<file path="src/rtl/vsid_pkg.sv">
// Shared constants and the mode encoding for the segment identifier scrambler.
package vsid_pkg;
    localparam int VSID_W_D    = 36;          // identifier width; modulus is 2^VSID_W-1
    localparam int EA_W_D      = 64;          // effective address width
    localparam int SEG_SHIFT_D = 28;          // 256 MB segments
    localparam int CTX_W_D     = 19;          // user context width
    localparam int UESID_W_D   = 16;          // user segment-number bits kept
    localparam int MULT_W_D    = 28;          // multiplier width
    localparam logic [MULT_W_D-1:0] VSID_MULT_D = 28'd200730139;

    typedef enum logic {
        MODE_USER   = 1'b0,
        MODE_KERNEL = 1'b1
    } vsid_mode_e;
endpackage

</file>
<file path="src/rtl/vsid_proto_form.sv">
// Builds the proto value from the mode, context and address, and flags reserved
// proto values. Purely combinational.
// Assumes EA_W - SEG_SHIFT == VSID_W and CTX_W + UESID_W < VSID_W.
module vsid_proto_form #(
    parameter int VSID_W    = vsid_pkg::VSID_W_D,
    parameter int EA_W      = vsid_pkg::EA_W_D,
    parameter int SEG_SHIFT = vsid_pkg::SEG_SHIFT_D,
    parameter int CTX_W     = vsid_pkg::CTX_W_D,
    parameter int UESID_W   = vsid_pkg::UESID_W_D
) (
    input  logic              mode,
    input  logic [CTX_W-1:0]  ctx,
    input  logic [EA_W-1:0]   ea,
    output logic [VSID_W-1:0] proto,
    output logic              reserved
);
    localparam int PAD_W = VSID_W - CTX_W - UESID_W;

    logic [VSID_W-1:0] kern_proto;
    logic [VSID_W-1:0] user_proto;

    assign kern_proto = ea[SEG_SHIFT +: VSID_W];
    assign user_proto = {{PAD_W{1'b0}}, ctx, ea[SEG_SHIFT +: UESID_W]};

    // Select the proto value for the requested mode.
    always_comb begin
        if (mode == vsid_pkg::MODE_KERNEL) proto = kern_proto;
        else                               proto = user_proto;
    end

    // Reserved: all ones, or top two bits equal to 2'b10.
    always_comb begin
        reserved = (&proto) || (proto[VSID_W-1 -: 2] == 2'b10);
    end
endmodule

</file>
<file path="src/rtl/vsid_mul_stage.sv">
// Stage 1: registers the full product proto * MULT together with valid and error.
// Assumes the product fits in VSID_W + MULT_W bits.
module vsid_mul_stage #(
    parameter int VSID_W = vsid_pkg::VSID_W_D,
    parameter int MULT_W = vsid_pkg::MULT_W_D,
    parameter logic [MULT_W-1:0] MULT = vsid_pkg::VSID_MULT_D
) (
    input  logic                       clk,
    input  logic                       rst_n,
    input  logic                       take,
    input  logic                       err_in,
    input  logic [VSID_W-1:0]          proto,
    output logic                       vld_q,
    output logic                       err_q,
    output logic [VSID_W+MULT_W-1:0]   prod_q
);
    localparam int PROD_W = VSID_W + MULT_W;

    // Capture the product of an accepted request.
    always_ff @(posedge clk) begin
        if (!rst_n) begin
            vld_q  <= 1'b0;
            err_q  <= 1'b0;
            prod_q <= '0;
        end else begin
            vld_q  <= take;
            err_q  <= take & err_in;
            prod_q <= take ? (PROD_W'(proto) * PROD_W'(MULT)) : '0;
        end
    end
endmodule

</file>
<file path="src/rtl/vsid_fold_stage.sv">
// Stage 2: folds the product onto the low VSID_W bits (high part + low part).
// The result stays below 2^VSID_W + 2^MULT_W, so it fits in VSID_W+1 bits.
module vsid_fold_stage #(
    parameter int VSID_W = vsid_pkg::VSID_W_D,
    parameter int MULT_W = vsid_pkg::MULT_W_D
) (
    input  logic                      clk,
    input  logic                      rst_n,
    input  logic                      vld_in,
    input  logic                      err_in,
    input  logic [VSID_W+MULT_W-1:0]  prod,
    output logic                      vld_q,
    output logic                      err_q,
    output logic [VSID_W:0]           sum_q
);
    localparam int PROD_W = VSID_W + MULT_W;
    localparam int HPAD_W = VSID_W + 1 - MULT_W;

    logic [VSID_W:0] lo_ext;
    logic [VSID_W:0] hi_ext;

    assign lo_ext = {1'b0, prod[VSID_W-1:0]};
    assign hi_ext = {{HPAD_W{1'b0}}, prod[PROD_W-1:VSID_W]};

    // Register the end-around fold.
    always_ff @(posedge clk) begin
        if (!rst_n) begin
            vld_q <= 1'b0;
            err_q <= 1'b0;
            sum_q <= '0;
        end else begin
            vld_q <= vld_in;
            err_q <= err_in;
            sum_q <= lo_ext + hi_ext;
        end
    end
endmodule

</file>
<file path="src/rtl/vsid_fix_stage.sv">
// Stage 3: adds one when sum+1 carries past bit VSID_W, keeps the low VSID_W bits,
// and forces zero on error or idle cycles.
module vsid_fix_stage #(
    parameter int VSID_W = vsid_pkg::VSID_W_D
) (
    input  logic              clk,
    input  logic              rst_n,
    input  logic              vld_in,
    input  logic              err_in,
    input  logic [VSID_W:0]   sum,
    output logic              vld_q,
    output logic              err_q,
    output logic [VSID_W-1:0] vsid_q
);
    logic [VSID_W:0] sum_inc;
    logic [VSID_W:0] fixed;

    // Correction: sum + ((sum + 1) >> VSID_W).
    always_comb begin
        sum_inc = sum + 1'b1;
        fixed   = sum + {{VSID_W{1'b0}}, sum_inc[VSID_W]};
    end

    // Register the final result, zero unless a good request is present.
    always_ff @(posedge clk) begin
        if (!rst_n) begin
            vld_q  <= 1'b0;
            err_q  <= 1'b0;
            vsid_q <= '0;
        end else begin
            vld_q  <= vld_in;
            err_q  <= vld_in & err_in;
            vsid_q <= (vld_in && !err_in) ? fixed[VSID_W-1:0] : '0;
        end
    end
endmodule

</file>
<file path="src/rtl/vsid_scrambler.sv">
// Top: three-stage scrambler (multiply, fold, correct) with a fixed latency of 3.
// It takes one request per cycle; the output has no back-pressure, so in_ready
// stays high.
module vsid_scrambler #(
    parameter int VSID_W    = vsid_pkg::VSID_W_D,
    parameter int EA_W      = vsid_pkg::EA_W_D,
    parameter int SEG_SHIFT = vsid_pkg::SEG_SHIFT_D,
    parameter int CTX_W     = vsid_pkg::CTX_W_D,
    parameter int UESID_W   = vsid_pkg::UESID_W_D,
    parameter int MULT_W    = vsid_pkg::MULT_W_D,
    parameter logic [MULT_W-1:0] MULT = vsid_pkg::VSID_MULT_D
) (
    input  logic              clk,
    input  logic              rst_n,
    input  logic              in_valid,
    output logic              in_ready,
    input  logic              in_mode,
    input  logic [CTX_W-1:0]  in_ctx,
    input  logic [EA_W-1:0]   in_ea,
    output logic              out_valid,
    output logic              out_err,
    output logic [VSID_W-1:0] out_vsid
);
    localparam int PROD_W = VSID_W + MULT_W;

    logic [VSID_W-1:0] proto;
    logic              reserved;
    logic              take;
    logic              s1_vld, s1_err;
    logic [PROD_W-1:0] s1_prod;
    logic              s2_vld, s2_err;
    logic [VSID_W:0]   s2_sum;

    assign in_ready = 1'b1;
    assign take     = in_valid & in_ready;

    vsid_proto_form #(
        .VSID_W(VSID_W), .EA_W(EA_W), .SEG_SHIFT(SEG_SHIFT),
        .CTX_W(CTX_W), .UESID_W(UESID_W)
    ) u_form (
        .mode(in_mode), .ctx(in_ctx), .ea(in_ea),
        .proto(proto), .reserved(reserved)
    );

    vsid_mul_stage #(.VSID_W(VSID_W), .MULT_W(MULT_W), .MULT(MULT)) u_mul (
        .clk(clk), .rst_n(rst_n), .take(take), .err_in(reserved), .proto(proto),
        .vld_q(s1_vld), .err_q(s1_err), .prod_q(s1_prod)
    );

    vsid_fold_stage #(.VSID_W(VSID_W), .MULT_W(MULT_W)) u_fold (
        .clk(clk), .rst_n(rst_n), .vld_in(s1_vld), .err_in(s1_err), .prod(s1_prod),
        .vld_q(s2_vld), .err_q(s2_err), .sum_q(s2_sum)
    );

    vsid_fix_stage #(.VSID_W(VSID_W)) u_fix (
        .clk(clk), .rst_n(rst_n), .vld_in(s2_vld), .err_in(s2_err), .sum(s2_sum),
        .vld_q(out_valid), .err_q(out_err), .vsid_q(out_vsid)
    );
endmodule

</file>
<file path="config.mk">
export PLATFORM = sky130hd
export DESIGN_NAME = vsid_scrambler
export DESIGN_NICKNAME = d
export VERILOG_FILES = /design/src/rtl/vsid_pkg.sv /design/src/rtl/vsid_proto_form.sv /design/src/rtl/vsid_mul_stage.sv /design/src/rtl/vsid_fold_stage.sv /design/src/rtl/vsid_fix_stage.sv /design/src/rtl/vsid_scrambler.sv
export SDC_FILE = /design/constraint.sdc
export NUM_CORES = 2
export LEC_CHECK = 0
export CORE_AREA = 3 3 265 267
export CTS_CLUSTER_DIAMETER = 200
export DETAILED_ROUTE_END_ITERATION = 8
export DIE_AREA = 0 0 268 270
export GPL_TIMING_DRIVEN = 0
export SETUP_SLACK_MARGIN = 0.1
export SLEW_MARGIN = 25
export SYNTH_ARGS = -nofsm -noshare
export SYNTH_HDL_FRONTEND = slang
export SYNTH_SLANG_ARGS = --single-unit
</file>
<file path="constraint.sdc">
create_clock -name clk -period 8.58 [get_ports clk]
set_input_delay 0.858 -clock clk [delete_from_list [all_inputs] [get_ports clk]]
set_output_delay 0.858 -clock clk [all_outputs]
set_load 0.005 [all_outputs]
</file>
==> results.json <==
{
  "hold_buffers": 0,
  "area_growth_pct": 10.3,
  "start_util_pct": 37.6,
  "synth_warnings": 0,
  "grt_pass1_vias": 19300,
  "max-cap-violations": 0,
  "die_w_um": 268,
  "synth.most_common_cell": "inv_1",
  "netlist_area_mm2": 0.0257,
  "gp_congestion": 0.925,
  "stdcell_area_mm2": 0.0284,
  "yosys.cell_types.count": 78,
  "yosysTopAreaCellShare_pct": 38.1,
  "path_class": "input port to flip-flop",
  "fmax_mhz": 120,
  "num-fill-cells": 6750,
  "finClkSkew_ns": 0.00883,
  "numCtsBuffers": 17,
  "syn_inst": 2652,
  "r2r_start": "u_fold.sum_q[12]",
  "avgRoutedWirePerCell_um": 19.1,
  "grt_max_degree": 17,
  "synth_top_area_cell": "fa_1",
  "crit_end": "u_mul.prod_q[62]",
  "die_area_mm2": 0.0724,
  "dpl_cell_area_mm2": 0.0278,
  "num_io_pins": 126,
  "hold_viol_final": 0,
  "post-dp-hpwl_mm": 62.3,
  "drt-total-wl_mm": 69.9,
  "vias_per_cell": 4.91,
  "synthFlopType": "dfxtp_1",
  "drc_errors": 0,
  "vias": 18000,
  "cp.arrival_ns": 8.64,
  "grt_first_pass_wirelength_mm": 111,
  "ys_seq_elements": 143,
  "regToRegEndpoint": "u_fix.vsid_q[34]",
  "grtUsageTotal_pct": 20.1,
  "nets": 3725,
  "hp-class": "flip-flop to flip-flop",
  "cts_tree": "built",
  "clock_latency_ns": 0.42,
  "drt_iter0_drc": 1124,
  "fin_crit_ns": 8.34,
  "critPathLaunchType": "input port",
  "r2r_cells": 14,
  "tns_ns": 0,
  "path_clk_slew_ns": 0.06,
  "cts_max_level": 4,
  "core_region_area_mm2": 0.0683,
  "antenna_found_initial": 0,
  "rsz0062_at_grt": "true",
  "synth-async-reset-ratio_pct": 0,
  "grt_overflow": 0,
  "end_kind": "flip-flop",
  "die_h_um": 270,
  "syn-mean-instance-area_um2": 9.70,
  "crit_start": "in_mode",
  "timing.final.ws_setup_ns": 0.242,
  "clk_path_buf_depth": 2,
  "synthTopCellsByArea": "fa_1 38%, ha_1 19%, dfxtp_1 11%",
  "drv_slew": 0,
  "netlist_top_cells_count": "719 x inv_1, 490 x fa_1, 382 x ha_1",
  "reg2reg_setup_slack_ns": 4.69,
  "pre_cts_ws_ns": -0.305,
  "yosysSeqAreaShare_pct": 11.1,
  "layout-drive-gt1-share_pct": 2.81,
  "tightestPinTransition_ns": 0.889,
  "synth_edf_count": 0,
  "path_max_fanout": 10,
  "io_buffers": 95,
  "period_share_pct": 97.2,
  "clock_sinks": 143,
  "clockRootBuffer": "clkbuf_16",
  "cp.required_ns": 8.88,
  "relSlewSlack_pct": 39.9,
  "ant_nets": 0,
  "status": "finished, final reports clean",
  "finalSetupViolCount": 0,
  "first_pass_iters": 5,
  "insertedDiodeCount": 0,
  "rows": 96,
  "holdWs_ns": 0.482,
  "synth_nets": 3611
}
[registers in the layout, summed over array words and instances, names as in the netlist]
register,cells
u_fix.err_q,1
u_fix.vld_q,1
u_fix.vsid_q,36
u_fold.err_q,1
u_fold.sum_q,37
u_fold.vld_q,1
u_mul.err_q,1
u_mul.prod_q,64
u_mul.vld_q,1
[placed cells by master, fill, tap and decap left out, drive strengths merged, types with 11 or more instances in the layout]
cell type      Yosys  layout
and3              28      28
nand2b            19      19
a211oi            11      11
xnor2             55      55
a21o              50      50
buf               11      11
a31oi             14      14
clkbuf            33      53
ha               382     382
o21ai             53      53
nand2             83      83
mux2              12      12
nand4             41      41
o21bai            13      13
clkdlybuf4s50      0      94
mux2i             12      12
nand3             40      40
inv              719     722
fa               490     490
dfxtp            143     143
and2              33      33
a21oi            101     101
xor2              45      45
nor2             133     133
nor3              23      23
[worst max-delay path, cell delays in order]
cell and delay [ns]:
clkbuf_1 0.51, mux2i_2 0.67, inv_1 0.45, fa_1 0.64, fa_1 0.51, inv_1 0.05, fa_1 0.49, inv_1 0.05
fa_1 0.51, fa_1 0.51, fa_1 0.46, ha_1 0.32, ha_1 0.30, clkbuf_1 0.20, a21o_1 0.20, a31oi_1 0.42
o221ai_1 0.30, inv_1 0.10, o21ai_0 0.07, a221oi_1 0.61, and3_1 0.24, mux2i_1 0.06, o311ai_0 0.10
[repair_timing]
action,4_1_cts,5_1_grt
setup endpoints to repair,0,8
buffers inserted,0,0
gates resized for setup,0,5
[layout make-up]
class / instances / area (µm²) / share of cell area [%]
multi-input combinational: 1746 / 20000 / 70.5
sequential: 143 / 2860 / 10.1
inverter: 719 / 2700 / 9.51
tap: 882 / 1100 / 3.89
timing repair buffer: 95 / 953 / 3.36
clock buffer: 20 / 447 / 1.57
buffer: 44 / 179 / 0.631
clock inverter: 12 / 134 / 0.472
[per-stage QoR]
step | util (%) | cells
2_1_floorplan | - | 2652
3_3_place_gp | 40.6 | 3629
3_5_place_dp | 40.6 | 3629
4_1_cts | 41.5 | 3661
5_1_grt | 41.5 | 3661
6_report | 41.5 | 3661
[cell families after synthesis]
group	share of synthesized area [%]
fa+ha+maj	56.7
xor+xnor	3.41
buf+inv	11.2
simple gates	8.49
other cells	0.0146
mux	0.992
flops	11.1
compound gates	8.07
[worst min-delay path by stage]
stage | from | end | slack, ns | depth (start not counted)
global placement | u_fold.vld_q | u_fix.vld_q | 0.46 | 1
floorplan | u_mul.err_q | u_fold.err_q | 0.41 | 1
global route | u_fold.err_q | u_fix.err_q | 0.50 | 1
finish | u_fold.err_q | u_fix.err_q | 0.48 | 1
CTS | u_fold.err_q | u_fix.err_q | 0.48 | 1
detailed placement | u_fold.vld_q | u_fix.vld_q | 0.46 | 1
[per-layer routing]
metal / vias to the layer above / share of wire [%] / GRT usage, %
met1: 8871 / 46 / 28.3
met3: 69 / 5.0 / 2.48
met2: 480 / 47 / 33.5
met4: 0 / 2.0 / 4.02
li1: 8539 / - / -
met5: - / 0 / 0
Power is not shown: default switching activity piles up to over one toggle a cycle in this logic, so the estimate is an artifact.
